[config.mk]
export PLATFORM = sky130hd
export DESIGN_NAME = aai_word_seq
export DESIGN_NICKNAME = d
export VERILOG_FILES = /design/src/rtl/aai_pkg.sv /design/src/rtl/aai_cmd_rx.sv /design/src/rtl/aai_wr_timer.sv /design/src/rtl/aai_word_seq.sv
export SDC_FILE = /design/constraint.sdc
export NUM_CORES = 1
export LEC_CHECK = 0
export BUFFER_PORTS_ARGS = -buffer_cell sky130_fd_sc_hd__buf_2
export CORE_ASPECT_RATIO = 1.2
export CORE_UTILIZATION = 40
export CTS_CLUSTER_SIZE = 10
export DETAILED_ROUTE_END_ITERATION = 10
export GPL_ROUTABILITY_DRIVEN = 0
export SYNTH_ARGS = -nofsm -noshare
export SYNTH_HDL_FRONTEND = slang
export SYNTH_SLANG_ARGS = --single-unit
[constraint.sdc]
create_clock -name clk -period 3.4 [get_ports clk]
set_clock_uncertainty 0.05 [all_clocks]
set_input_delay 0 -clock clk [delete_from_list [all_inputs] [get_ports clk]]
set_output_delay 0 -clock clk [all_outputs]
set_load 0.05 [all_outputs]
[src/rtl/aai_pkg.sv]
package aai_pkg;
  localparam logic [7:0] OP_SEQ    = 8'hAD;
  localparam logic [7:0] OP_STAT   = 8'h05;
  localparam logic [7:0] OP_WDIS   = 8'h04;
  localparam logic [7:0] OP_WEN    = 8'h06;
  localparam logic [7:0] OP_RB_ON  = 8'h70;
  localparam logic [7:0] OP_RB_OFF = 8'h80;

  typedef enum logic [1:0] {WT_IDLE, WT_REQ, WT_RUN} wt_state_e;

  typedef struct packed {
    logic [7:0] op;
    logic [7:0] d0;
    logic [7:0] d1;
  } cmd_hdr_t;
endpackage

[src/rtl/aai_cmd_rx.sv]
module aai_cmd_rx
  import aai_pkg::*;
#(
  parameter int ADDR_W = 24,
  parameter int CNT_W  = 3
) (
  input  logic              clk,
  input  logic              rst_n,
  input  logic              cs_act,
  input  logic              rx_valid,
  input  logic [7:0]        rx_byte,
  input  logic              in_mode,
  output logic              op_stb,
  output logic              ev,
  output logic [CNT_W-1:0]  cnt,
  output cmd_hdr_t          hdr,
  output logic [ADDR_W-1:0] addr
);
  localparam int ABYTES = (ADDR_W + 7) / 8;
  localparam logic [CNT_W-1:0] LAST_A  = CNT_W'(ABYTES);
  localparam logic [CNT_W-1:0] DPOS_HI = CNT_W'(ABYTES + 1);
  localparam logic [CNT_W-1:0] DPOS_LO = CNT_W'(1);

  logic             cs_q;
  logic [CNT_W-1:0] dpos;

  assign dpos   = in_mode ? DPOS_LO : DPOS_HI;
  assign op_stb = cs_act && rx_valid && (cnt == '0);
  assign ev     = cs_q && !cs_act;

  always_ff @(posedge clk or negedge rst_n) begin
    if (!rst_n) begin
      cs_q <= 1'b0;
      cnt  <= '0;
      hdr  <= '0;
      addr <= '0;
    end else begin
      cs_q <= cs_act;
      if (!cs_act) begin
        cnt <= '0;
      end else if (rx_valid) begin
        if (cnt != '1) cnt <= cnt + 1'b1;
        if (cnt == '0) hdr.op <= rx_byte;
        else if (!in_mode && cnt <= LAST_A) addr <= {addr[ADDR_W-9:0], rx_byte};
        if (cnt == dpos) hdr.d0 <= rx_byte;
        if (cnt == dpos + 1'b1) hdr.d1 <= rx_byte;
      end
    end
  end
endmodule

[src/rtl/aai_wr_timer.sv]
module aai_wr_timer
  import aai_pkg::*;
#(
  parameter int ADDR_W      = 24,
  parameter int DATA_W      = 16,
  parameter int PROG_CYCLES = 16
) (
  input  logic              clk,
  input  logic              rst_n,
  input  logic              start,
  input  logic [ADDR_W-1:0] s_addr,
  input  logic [DATA_W-1:0] s_data,
  output logic              wr_valid,
  input  logic              wr_ready,
  output logic [ADDR_W-1:0] wr_addr,
  output logic [DATA_W-1:0] wr_data,
  output logic              busy,
  output logic              done
);
  localparam int TW = $clog2(PROG_CYCLES + 1);
  localparam logic [TW-1:0] T_LOAD = TW'(PROG_CYCLES - 1);

  wt_state_e     st;
  logic [TW-1:0] tmr;

  assign wr_valid = (st == WT_REQ);
  assign busy     = (st != WT_IDLE);
  assign done     = (st == WT_RUN) && (tmr == '0);

  always_ff @(posedge clk or negedge rst_n) begin
    if (!rst_n) begin
      st      <= WT_IDLE;
      tmr     <= '0;
      wr_addr <= '0;
      wr_data <= '0;
    end else begin
      unique case (st)
        WT_IDLE: if (start) begin
          st      <= WT_REQ;
          wr_addr <= s_addr;
          wr_data <= s_data;
        end
        WT_REQ: if (wr_ready) begin
          st  <= WT_RUN;
          tmr <= T_LOAD;
        end
        WT_RUN: if (tmr == '0) st <= WT_IDLE;
                else tmr <= tmr - 1'b1;
        default: st <= WT_IDLE;
      endcase
    end
  end


  wr_hold_chk: assert property (@(posedge clk) disable iff (!rst_n)
    (wr_valid && !wr_ready) |=> (wr_valid && $stable(wr_addr) && $stable(wr_data)));
endmodule

[src/rtl/aai_word_seq.sv]
module aai_word_seq
  import aai_pkg::*;
#(
  parameter int ADDR_W      = 24,
  parameter int PROG_CYCLES = 16
) (
  input  logic              clk,
  input  logic              rst_n,
  input  logic              cs_act,
  input  logic              rx_valid,
  output logic              rx_ready,
  input  logic [7:0]        rx_byte,
  output logic [ADDR_W-1:0] chk_addr,
  input  logic              chk_prot,
  output logic              wr_valid,
  input  logic              wr_ready,
  output logic [ADDR_W-1:0] wr_addr,
  output logic [15:0]       wr_data,
  output logic              aai_mode,
  output logic              wel,
  output logic              busy,
  output logic              rdy_oe,
  output logic              rdy_lvl,
  output logic              cmd_rej
);
  localparam int ABYTES = (ADDR_W + 7) / 8;
  localparam int CNT_W  = $clog2(ABYTES + 4);
  localparam logic [CNT_W-1:0] START_LEN = CNT_W'(ABYTES + 3);
  localparam logic [CNT_W-1:0] CONT_LEN  = CNT_W'(3);
  localparam logic [CNT_W-1:0] ONE_LEN   = CNT_W'(1);

  logic              op_stb, ev, wr_done, rb_q, top_q;
  logic [CNT_W-1:0]  cnt;
  cmd_hdr_t          hdr;
  logic [ADDR_W-1:0] cap_addr, start_even, ptr, tgt_addr;
  logic [ADDR_W-2:0] hi_inc;
  logic              carry, go_first, go_next, legal_op;

  aai_cmd_rx #(.ADDR_W(ADDR_W), .CNT_W(CNT_W)) u_rx (
    .clk(clk), .rst_n(rst_n), .cs_act(cs_act), .rx_valid(rx_valid),
    .rx_byte(rx_byte), .in_mode(aai_mode), .op_stb(op_stb), .ev(ev),
    .cnt(cnt), .hdr(hdr), .addr(cap_addr)
  );

  assign start_even = {cap_addr[ADDR_W-1:1], 1'b0};
  assign tgt_addr   = aai_mode ? ptr : start_even;
  assign chk_addr   = tgt_addr;
  assign {carry, hi_inc} = {1'b0, tgt_addr[ADDR_W-1:1]} + ADDR_W'(1);

  assign go_first = ev && !aai_mode && (hdr.op == OP_SEQ) && (cnt >= START_LEN)
                    && wel && !busy && !chk_prot;
  assign go_next  = ev && aai_mode && (hdr.op == OP_SEQ) && (cnt >= CONT_LEN) && !busy;

  aai_wr_timer #(.ADDR_W(ADDR_W), .DATA_W(16), .PROG_CYCLES(PROG_CYCLES)) u_wt (
    .clk(clk), .rst_n(rst_n), .start(go_first || go_next), .s_addr(tgt_addr),
    .s_data({hdr.d1, hdr.d0}), .wr_valid(wr_valid), .wr_ready(wr_ready),
    .wr_addr(wr_addr), .wr_data(wr_data), .busy(busy), .done(wr_done)
  );

  assign legal_op = (rx_byte == OP_SEQ) || (rx_byte == OP_STAT) || (rx_byte == OP_WDIS);
  assign cmd_rej  = op_stb && aai_mode && !legal_op;
  assign rx_ready = 1'b1;
  assign rdy_oe   = cs_act && rb_q && aai_mode;
  assign rdy_lvl  = !busy;

  always_ff @(posedge clk or negedge rst_n) begin
    if (!rst_n) begin
      aai_mode <= 1'b0;
      wel      <= 1'b0;
      rb_q     <= 1'b0;
      top_q    <= 1'b0;
      ptr      <= '0;
    end else begin
      if (wr_done && aai_mode && (top_q || chk_prot)) begin
        aai_mode <= 1'b0;
        wel      <= 1'b0;
      end
      if (go_first || go_next) begin
        ptr   <= {hi_inc, 1'b0};
        top_q <= carry;
      end
      if (go_first) aai_mode <= 1'b1;
      if (ev && cnt == ONE_LEN) begin
        if (aai_mode) begin
          if (hdr.op == OP_WDIS) begin
            aai_mode <= 1'b0;
            wel      <= 1'b0;
          end
        end else begin
          case (hdr.op)
            OP_WEN:    wel  <= 1'b1;
            OP_WDIS:   wel  <= 1'b0;
            OP_RB_ON:  rb_q <= 1'b1;
            OP_RB_OFF: rb_q <= 1'b0;
            default: ;
          endcase
        end
      end
    end
  end


  mode_rise_write_chk: assert property (@(posedge clk) disable iff (!rst_n)
    $rose(aai_mode) |-> wr_valid);

  mode_exit_wel_chk: assert property (@(posedge clk) disable iff (!rst_n)
    $fell(aai_mode) |-> !wel);

  mode_needs_wel_chk: assert property (@(posedge clk) disable iff (!rst_n)
    aai_mode |-> wel);

  rej_no_write_chk: assert property (@(posedge clk) disable iff (!rst_n)
    (cmd_rej && !busy) |=> !wr_valid);
endmodule

==> flow_summary.yaml <==
final_layout:
  drive_gt1_frac: 0.272
  area_growth_pct: 21.7
  n_antenna_cell: 0
  regArea_um2: 3130
  nets: 700
  fin_cells: 887
  final_area_um2: 7300
  multiInputGateArea_um2: 2640
  final_core_utilization: 0.502
  fill_cells: 1366
setup_path:
  cpMaxStageDelayCell: "dfrtp_2"
  crit_arrival_ns: 3.08
  cp-start-kind: "flip-flop"
  reg2reg_depth: 7
  path_max_fanout: 22
  cp-end-kind: "flip-flop"
  worstSetupPathType: "flip-flop to flip-flop"
  cpPeakStageDelay_ns: 0.68
  cp_cell_sequence: "mux2_2, ha_1, nand4b_1, a211oi_2, nand4_1, mux2i_1, nand2_1"
  required_ns: 3.65
sta:
  setup_viol: 0
  fin_tns_setup_ns: 0
  post-route-period-util: 0.832
  slew_headroom: 0.340
  slew_violations: 0
  rsz0062_at_grt: "no"
  hold_viol: 0
  whs_ns: 0.0417
  worstMarginPinSlew_ns: 0.990
  min_period_ns: 2.83
  max_freq_mhz: 354
clock_network:
  cts_buffer_depth: 2
  cts.sinks: 125
  cts_setup_buffers: 0
  htreeDepth: 4
  cts_resized: 0
  cts.clk_slew.worst_paths_ns: 0.06
  cts_tree: "done"
  clock_latency_ns: 0.42
  postCtsHoldBufs: 11
  cts_buffers: 17
  cts_root_buf: "clkbuf_16"
floorplanning:
  fp.dieW_um: 114
  dieArea_um2: 15500
  num_rows: 48
  initial_core_util: 0.413
  fp.coreArea_um2: 14500
  ios: 86
  die_y_um: 136
global_route:
  antenna_found_initial: 0
  grt_pass1_wl_mm: 23.2
  grt_pass1_vias: 4533
  grt_max_degree: 76
  grt.overflow.total: 0
  track_usage: 0.196
yosys:
  synthTopCellsByCount: "dfrtp_1 (125), nand2_1 (118), mux2_2 (57)"
  synth_warnings: 0
  syn_inst: 575
  synthArstFlopShare: 1.00
  synth_enable_flop_cells: 0
  yosysMostFrequentCell: "dfrtp_1"
  synth_area_um2: 6000
  synthFlopType: "dfrtp_1"
  yosys-top-cells-area: "dfrtp_1 (52%), mux2_2 (11%), nand2_1 (7.4%)"
  ys_seq_elements: 125
  synth_cell_types: 56
  synth-seq-area-share: 0.522
  synth_top_area_frac: 0.522
  syn_area_per_cell_um2: 10.4
  synth_largest_area_cell: "dfrtp_1"
hold_path:
  holdPathStages: 5
  hp-class: "primary input to flip-flop"
status:
  status: "completed"
placement:
  place_inst: 844
  place_hpwl_mm: 9.89
  placed_cell_area_um2: 6650
  io_buffers: 82
power_and_ir_drop:
  leakagePower_nw: 3.61
  ir_drop_v: 0.000429
  power_density_nw_per_um2: 675
job:
  maxCapViolations: 0
drt:
  drtPass1Iterations: 4
  vias_per_cell: 5.11
  drt-initial-drc-count: 220
  ant_nets: 0
  dr_total_vias: 4529
  route.detailed.drc: 0
  drt-wirelength-per-cell_um: 15.8
  wl_mm: 14.0
-- state kept, by name (all words and copies together) (netlist names), 2 cells and up --
name / cells
u_wt.wr_data: 16
u_rx.hdr: 24
ptr: 23
u_rx.cnt: 3
u_wt.tmr: 5
u_rx.addr: 24
u_wt.st: 2
u_wt.wr_addr: 23
-- critical path, delay by kind of cell, from the launching register on --
kind | cells | cell delay (ns)
adder cells (fa/ha/maj) | 1 | 0.21
AND/OR/NAND/NOR | 3 | 0.59
AO/OA/AOI/OAI | 1 | 0.67
flip-flops | 1 | 0.68
multiplexers | 2 | 0.52
-- report_power, final --
group | internal [W] | switching, W
clock network | 0.00101 | 0.000650
logic | 0.000454 | 0.000904
registers | 0.00171 | 0.000206
total | 0.00317 | 0.00176
-- cell families after synthesis --
logic type / count (synthesis) / synth area share
adder cells (fa/ha/maj): 12 / 0.0250
AND/OR/NAND/NOR: 211 / 0.168
AO/OA/AOI/OAI: 77 / 0.0797
other: 2 / 0.00125
buffers and inverters: 54 / 0.0392
multiplexers: 78 / 0.142
flip-flops: 125 / 0.522
XOR/XNOR: 16 / 0.0234
-- layout by cell type (no fill, tap or decap), types with 3 or more instances in the layout --
cell type      Yosys  layout
or3_1              3       3
mux2_2            57      57
nand3b_1           3       3
nand4b_1           5       5
nand4_1           11      11
clkinv_2           0       6
clkinvlp_4         0       5
mux2i_1           20      20
buf_4              3      13
dlygate4sd3_1      0      11
a21o_1             5       5
a21oi_1           13      13
nor2b_1            4       4
inv_1             27      27
nand3_1           14      14
nor4_1             7       7
and3_1             3       3
nor4b_1            5       5
nor2_1            16      16
xnor2_1           14      14
dfrtp_1          125     124
clkbuf_16          0      17
nand2_1          118     118
a22oi_1            3       3
nor3_1            10      10
buf_2             11      81
ha_1              12      12
o21ai_0           32      32
o31ai_1            3       3
conb_1             2       3
a211oi_1           5       5
-- through the flow --
stage	power (W)	worst slack, ns
5_1_grt	0.00517	0.417
6_report	0.00493	0.572
4_1_cts	0.00498	0.622
3_3_place_gp	0.00326	0.685
3_5_place_dp	0.00330	0.634
2_1_floorplan	0.00290	0.0484
-- area by class of cell --
cell class / instances / area share
Clock buffer: 20 / 0.0612
Clock inverter: 12 / 0.0134
Inverter: 27 / 0.0139
Multi-Input combinational cell: 397 / 0.362
Sequential cell: 125 / 0.429
Tap cell: 200 / 0.0343
Timing Repair Buffer: 106 / 0.0867
-- metal layers --
metal	track usage	wire length, um	share of wire
met5	0	0	0
met4	0.0750	227	0.016
met3	0.0428	471	0.034
met2	0.332	7040	0.50
met1	0.244	6280	0.45
-- final timing paths --
kind / slack, ns / endpoint / startpoint
min reg2reg: 0.41 / u_wt.wr_addr[7]$_DFFE_PN0P_ / u_wt.wr_addr[7]$_DFFE_PN0P_
max in group asynchronous: 2.24 / u_wt.wr_data[1]$_DFFE_PN0P_ / rst_n
min in group asynchronous: 0.24 / u_wt.wr_addr[5]$_DFFE_PN0P_ / rst_n
min: 0.04 / u_wt.tmr[2]$_DFFE_PN0P_ / wr_ready
max reg2reg: 0.57 / ptr[21]$_DFFE_PN0P_ / aai_mode$_DFF_PN0_
max: 0.57 / ptr[21]$_DFFE_PN0P_ / aai_mode$_DFF_PN0_
(Power assumes the default switching activity.)
